## src/rtl/cfg_slice_pkg.sv

```systemverilog
package cfg_slice_pkg;

    // Operating mode of the slice; the codes are the values seen on mode_q.
    typedef enum logic [1:0] {
        MODE_LOGIC = 2'b00,
        MODE_ARITH = 2'b01,
        MODE_RAM   = 2'b10,
        MODE_ROM   = 2'b11
    } slice_mode_e;

endpackage

```

## src/rtl/cfg_slice_mode_fsm.sv

```systemverilog
module cfg_slice_mode_fsm
    import cfg_slice_pkg::*;
#(
    parameter int HAS_RAM = 1
) (
    input  logic        clk,
    input  logic        rst_n,
    input  logic        mode_we,
    input  logic [1:0]  mode_req,
    output slice_mode_e state,
    output logic        err
);

    slice_mode_e state_q, state_d;
    logic        err_q, err_d;
    logic        ram_allowed;

    // The variant decides whether the memory state can be entered.
    generate
        if (HAS_RAM != 0) begin : g_full
            assign ram_allowed = 1'b1;
        end else begin : g_reduced
            assign ram_allowed = 1'b0;
        end
    endgenerate

    // Next-state logic: one transition per requested code.
    always_comb begin
        state_d = state_q;
        err_d   = err_q;
        if (mode_we) begin
            unique case (mode_req)
                2'b00: begin
                    state_d = MODE_LOGIC;
                    err_d   = 1'b0;
                end
                2'b01: begin
                    state_d = MODE_ARITH;
                    err_d   = 1'b0;
                end
                2'b10: begin
                    if (ram_allowed) begin
                        state_d = MODE_RAM;
                        err_d   = 1'b0;
                    end else begin
                        err_d   = 1'b1;   // REJECT: stay put
                    end
                end
                2'b11: begin
                    state_d = MODE_ROM;
                    err_d   = 1'b0;
                end
            endcase
        end
    end

    // State register.
    always_ff @(posedge clk or negedge rst_n) begin
        if (!rst_n) begin
            state_q <= MODE_LOGIC;
            err_q   <= 1'b0;
        end else begin
            state_q <= state_d;
            err_q   <= err_d;
        end
    end

    assign state = state_q;
    assign err   = err_q;

endmodule

```

## src/rtl/cfg_slice_table.sv

```systemverilog
module cfg_slice_table #(
    parameter int IDX_W = 4
) (
    input  logic                  clk,
    input  logic                  rst_n,
    input  logic                  load_we,
    input  logic [(1<<IDX_W)-1:0] load_word,
    input  logic                  bit_we,
    input  logic [IDX_W-1:0]      bit_addr,
    input  logic                  bit_d,
    input  logic [IDX_W-1:0]      rd_addr_p,
    input  logic [IDX_W-1:0]      rd_addr_s,
    output logic                  rd_p,
    output logic                  rd_s
);

    localparam int DEPTH = 1 << IDX_W;

    logic [DEPTH-1:0] cells_q;

    // A whole-word load takes priority over a single-entry write.
    always_ff @(posedge clk or negedge rst_n) begin
        if (!rst_n) begin
            cells_q <= '0;
        end else if (load_we) begin
            cells_q <= load_word;
        end else if (bit_we) begin
            cells_q[bit_addr] <= bit_d;
        end
    end

    // Two asynchronous read ports.
    assign rd_p = cells_q[rd_addr_p];
    assign rd_s = cells_q[rd_addr_s];

endmodule

```

## src/rtl/cfg_slice_ripple.sv

```systemverilog
module cfg_slice_ripple #(
    parameter int W = 2
) (
    input  logic [W-1:0] op_a,
    input  logic [W-1:0] op_b,
    input  logic         cin,
    input  logic         sub,
    output logic [W-1:0] sum,
    output logic         cout,
    output logic         ge,
    output logic         ne,
    output logic         le
);

    logic [W-1:0] b_eff;
    logic [W:0]   total;

    always_comb begin
        b_eff = sub ? ~op_b : op_b;
        total = {1'b0, op_a} + {1'b0, b_eff} + {{W{1'b0}}, cin};
    end

    assign sum  = total[W-1:0];
    assign cout = total[W];
    assign ge   = (op_a >= op_b);
    assign ne   = (op_a != op_b);
    assign le   = (op_a <= op_b);

endmodule

```

## src/rtl/cfg_slice.sv

```systemverilog
module cfg_slice
    import cfg_slice_pkg::*;
#(
    parameter int HAS_RAM = 1,
    parameter int IDX_W   = 4
) (
    input  logic                  clk,
    input  logic                  rst_n,
    input  logic                  cfg_we,
    input  logic                  cfg_sel,
    input  logic [(1<<IDX_W)-1:0] cfg_init,
    input  logic                  mode_we,
    input  logic [1:0]            mode_req,
    input  logic [IDX_W-1:0]      in_a,
    input  logic [IDX_W-1:0]      in_b,
    input  logic                  in_sel,
    input  logic                  carry_in,
    input  logic                  arith_sub,
    input  logic                  ram_we,
    input  logic [1:0]            ram_wdata,
    output logic [1:0]            mode_q,
    output logic                  mode_err,
    output logic                  out_f0,
    output logic                  out_f1,
    output logic                  out_f5,
    output logic                  carry_out,
    output logic                  cmp_ge,
    output logic                  cmp_ne,
    output logic                  cmp_le
);

    localparam int N_TAB   = 2;
    localparam int ARITH_W = 2;

    slice_mode_e      mode;
    logic             ram_wr;
    logic [N_TAB-1:0] rd_p;
    logic [N_TAB-1:0] rd_s;
    logic [ARITH_W-1:0] a_sum;
    logic             a_cout, a_ge, a_ne, a_le;

    cfg_slice_mode_fsm #(
        .HAS_RAM (HAS_RAM)
    ) u_mode (
        .clk      (clk),
        .rst_n    (rst_n),
        .mode_we  (mode_we),
        .mode_req (mode_req),
        .state    (mode),
        .err      (mode_err)
    );

    // Memory writes only in RAM mode and never alongside a table load.
    assign ram_wr = (mode == MODE_RAM) && ram_we && !cfg_we;

    // Table 0 (A) reads in_a on both ports; table 1 (B) reads in_a on the
    // primary port (five-input function, memory) and in_b on the secondary.
    generate
        for (genvar t = 0; t < N_TAB; t++) begin : g_tab
            cfg_slice_table #(
                .IDX_W (IDX_W)
            ) u_table (
                .clk       (clk),
                .rst_n     (rst_n),
                .load_we   (cfg_we && (cfg_sel == t[0])),
                .load_word (cfg_init),
                .bit_we    (ram_wr),
                .bit_addr  (in_a),
                .bit_d     (ram_wdata[t]),
                .rd_addr_p (in_a),
                .rd_addr_s ((t == 0) ? in_a : in_b),
                .rd_p      (rd_p[t]),
                .rd_s      (rd_s[t])
            );
        end
    endgenerate

    cfg_slice_ripple #(
        .W (ARITH_W)
    ) u_ripple (
        .op_a (in_a[ARITH_W-1:0]),
        .op_b (in_b[ARITH_W-1:0]),
        .cin  (carry_in),
        .sub  (arith_sub),
        .sum  (a_sum),
        .cout (a_cout),
        .ge   (a_ge),
        .ne   (a_ne),
        .le   (a_le)
    );

    // Output selection per mode.
    always_comb begin
        out_f0    = 1'b0;
        out_f1    = 1'b0;
        out_f5    = 1'b0;
        carry_out = 1'b0;
        cmp_ge    = 1'b0;
        cmp_ne    = 1'b0;
        cmp_le    = 1'b0;
        unique case (mode)
            MODE_LOGIC: begin
                out_f0 = rd_p[0];
                out_f1 = rd_s[1];
                out_f5 = in_sel ? rd_p[1] : rd_s[0];
            end
            MODE_ARITH: begin
                out_f0    = a_sum[0];
                out_f1    = a_sum[1];
                carry_out = a_cout;
                cmp_ge    = a_ge;
                cmp_ne    = a_ne;
                cmp_le    = a_le;
            end
            MODE_RAM: begin
                out_f0 = rd_p[0];
                out_f1 = rd_p[1];
            end
            MODE_ROM: begin
                out_f0 = rd_p[0];
                out_f1 = rd_s[1];
            end
        endcase
    end

    assign mode_q = mode;

endmodule

```

## config.mk

```make
export PLATFORM = sky130hd
export DESIGN_NAME = cfg_slice
export DESIGN_NICKNAME = d
export VERILOG_FILES = /design/src/rtl/cfg_slice_pkg.sv /design/src/rtl/cfg_slice_mode_fsm.sv /design/src/rtl/cfg_slice_table.sv /design/src/rtl/cfg_slice_ripple.sv /design/src/rtl/cfg_slice.sv
export SDC_FILE = /design/constraint.sdc
export NUM_CORES = 1
export LEC_CHECK = 0
export BUFFER_PORTS_ARGS = -buffer_cell sky130_fd_sc_hd__buf_2
export CORE_UTILIZATION = 30
export CTS_CLUSTER_DIAMETER = 120
export DETAILED_ROUTE_END_ITERATION = 10
export PLACE_DENSITY_LB_ADDON = 0.1
export SKIP_CTS_REPAIR_TIMING = 1
export SLEW_MARGIN = 20
export SYNTH_ARGS = -nofsm -noshare
export SYNTH_HDL_FRONTEND = slang
export SYNTH_SLANG_ARGS = --single-unit
```

## constraint.sdc

```tcl
create_clock -name clk -period 1.6 [get_ports clk]
set_input_delay 0 -clock clk [delete_from_list [all_inputs] [get_ports clk]]
set_output_delay 0 -clock clk [all_outputs]
set_load 0.05 [all_outputs]
```

==> flow_metrics.py <==
metrics = {
    "route": {
        "wire_per_inst_um": 15.4,
        "first_pass_iters": 4,
        "drtIter0Drc": 68,
        "vias_per_cell": 4.87,
        "wl_mm": 6.87,
        "dr_total_vias": 2175,
        "drc": 0,
        "ant_nets": 0,
    },
    "pwr": {
        "power_density_nw_per_um2": 739,
        "p_leak_uw": 0.00165,
        "peakVddDrop_mv": 0.259,
        "p_total_uw": 2640,
    },
    "worst_setup_path": {
        "worst-setup-path-type": "flop to primary output",
        "path_max_fanout": 2,
        "reg2reg_to": "g_tab[1].u_table.cells_q[1]",
        "slowest_stage": "mux4_2",
        "arrival_ns": 1.96,
        "rr_worst_depth": 7,
        "regToRegStartpoint": "u_mode.state[0]",
        "critPathMaxStageDelay_ns": 0.52,
        "crit_path_end_kind": "primary output",
        "path_buf_inv": 1,
        "start_kind": "flop",
        "cp_cell_sequence": "mux2_4 > mux4_2 > a41oi_2 > o311ai_2 > buf_6",
        "reg2reg_slack_ns": -0.13,
        "cp_num_cells": 5,
        "crit_family": "multiplexers",
        "required_ns": 1.60,
    },
    "sta": {
        "fmax_mhz": 510,
        "fin_worst_skew_ns": 0.00701,
        "max-slew-margin-rel": 0.611,
        "slew_viol_final": 0,
        "rsz0062_at_grt": "yes",
        "hold_viol": 0,
        "finalCritPeriodShare": 1.22,
        "period_needed_ns": 1.96,
        "whs_ns": 0.173,
        "worstMarginPinSlew_ns": 0.581,
        "timing.final.ws_setup_ns": -0.360,
        "setup_viol": 16,
    },
    "die": {
        "io_pins": 47,
        "core_um2": 7810,
        "die_area_um2": 8530,
        "die_w_um": 92.3,
        "start_util": 0.314,
        "row_count": 32,
        "die_h_um": 92.3,
    },
    "cts": {
        "cts_sinks": 34,
        "cts-root-buf": "clkbuf_8",
        "clk_latency_ns": 0.29,
        "cts.path.max_buffers": 2,
        "cts_tree": "yes",
        "cts.clk_slew.worst_paths_ns": 0.07,
        "cts_buffers": 5,
        "htreeDepth": 2,
    },
    "job": {
        "drv_cap": 0,
    },
    "final_layout": {
        "fillers": 776,
        "fin_nets": 388,
        "seq_area_um2": 853,
        "n_antenna_cell": 0,
        "multi_input_area_um2": 1670,
        "fin_util": 0.458,
        "area_growth_pct": 46.2,
        "stdcell_count": 447,
        "drive_gt1_frac": 0.397,
    },
    "synth": {
        "yosys_warnings": 0,
        "syn_area_um2": 2450,
        "yosysMostFrequentCell": "mux2i_1",
        "synth_top_area_cell": "dfrtp_1",
        "synthArstFlopShare": 1.00,
        "synth_area_leaders": "dfrtp_1, mux2i_1, o21ai_0, nand2_1, mux4_2",
        "syn_avg_cell_area_um2": 9.83,
        "seq_area_frac_synth": 0.347,
        "synth_top_area_share": 0.347,
        "synthTopCellsByCount": "mux2i_1, nand2_1, dfrtp_1",
        "ys_types": 44,
        "ys_ff_latch": 34,
        "synth_nets": 293,
        "synthFlopType": "dfrtp_1",
        "synth_cells": 249,
        "synth-edff-count": 0,
    },
    "placement": {
        "dp_cells": 415,
        "io_buffers": 45,
        "dp_hpwl_mm": 5.29,
        "pre_cts_ws_ns": -0.139,
        "gp_congestion": 0.751,
    },
    "global_routing": {
        "grt_pass1_vias": 2126,
        "grt_use_total": 0.171,
        "grt_max_degree": 33,
        "grt_pass1_wl_mm": 11.1,
        "grt-ovfl-total": 0,
        "grt_antenna_before_repair": 0,
    },
    "hold_path": {
        "whs_path_depth": 4,
        "hold_start": "cfg_we",
        "hold_path_end": "g_tab[1].u_table.cells_q[14]",
        "hold_class": "input port to flop",
    },
    "status": {
        "violations": "negative setup slack",
        "run_status": "complete, but fails checks",
    },
}
-- flip-flops by register name, summed over array words and instances (netlist names) --
| signal | cells |
|---|---|
| g_tab.u_table.cells_q | 32 |
| u_mode.state | 2 |
-- worst max path at each step --
stage,endpoint,slack (ns),from
after detailed placement,out_f5,-0.14,g_tab[1].u_table.cells_q[7]
after CTS,out_f5,-0.45,g_tab[1].u_table.cells_q[7]
final,out_f1,-0.36,g_tab[1].u_table.cells_q[5]
after global placement,out_f5,-0.13,g_tab[1].u_table.cells_q[7]
after floorplan,cmp_ge,-0.18,u_mode.state[1]
after global routing,out_f1,-0.45,g_tab[1].u_table.cells_q[13]
-- area by class of cell --
type	count	area share
repair buffers	105	0.226
clock buffers	8	0.0224
flip-flops and latches	34	0.238
multi-input cells	188	0.466
inverters	10	0.0115
well taps	102	0.0357
-- cell usage in the layout (no fill, tap or decap), types with 7 or more instances in the layout --
| master | netlist | layout |
|---|---|---|
| mux4_2 | 6 | 7 |
| nand2_1 | 38 | 38 |
| dfrtp_1 | 34 | 32 |
| buf_6 | 2 | 8 |
| dlygate4sd3_1 | 0 | 21 |
| buf_2 | 3 | 38 |
| buf_4 | 2 | 35 |
| o21ai_0 | 33 | 15 |
| mux2i_1 | 39 | 38 |
| o21ai_1 | 3 | 20 |
-- cell families (layout without fill, tap and decap cells) --
family                   after synthesis  in the layout  synth area share
AO/OA/AOI/OAI                         48             48             0.112
XOR/XNOR                               2              2           0.00716
other                                  1              1           0.00153
buffers and inverters                 27            123            0.0521
AND/OR/NAND/NOR                       75             75             0.157
adder cells (fa/ha/maj)                7              7            0.0419
multiplexers                          55             55             0.281
flip-flops                            34             34             0.347
-- per-stage QoR --
step / setup TNS (ns) / area (µm²)
after global routing: -2.92 / 3580
after detailed placement: -0.642 / 3090
final: -1.28 / 3580
after floorplan: -1.08 / 2540
after CTS: -1.82 / 3170
after global placement: -0.611 / 3090
-- metal layers --
metal,vias up,wire (µm),global-route usage
met1,1042,3400,0.235
met3,8,220,0.0230
met5,-,0,0
li1,1082,-,-
met4,0,109,0.0430
met2,43,3140,0.281
-- power breakdown --
part,internal [µW],switching [µW],leakage [µW],total [µW]
logic,481,500,0.00119,981
registers,968,72.7,0.000418,1040
clock network,309,312,0.0000395,622
-- tightest hold or removal path: stages --
cell and delay (ns):
buf_2 0.14, nor4_4 0.07, mux2i_1 0.14, o21ai_1 0.07
No activity file was read; power rests on OpenSTA's default activity.
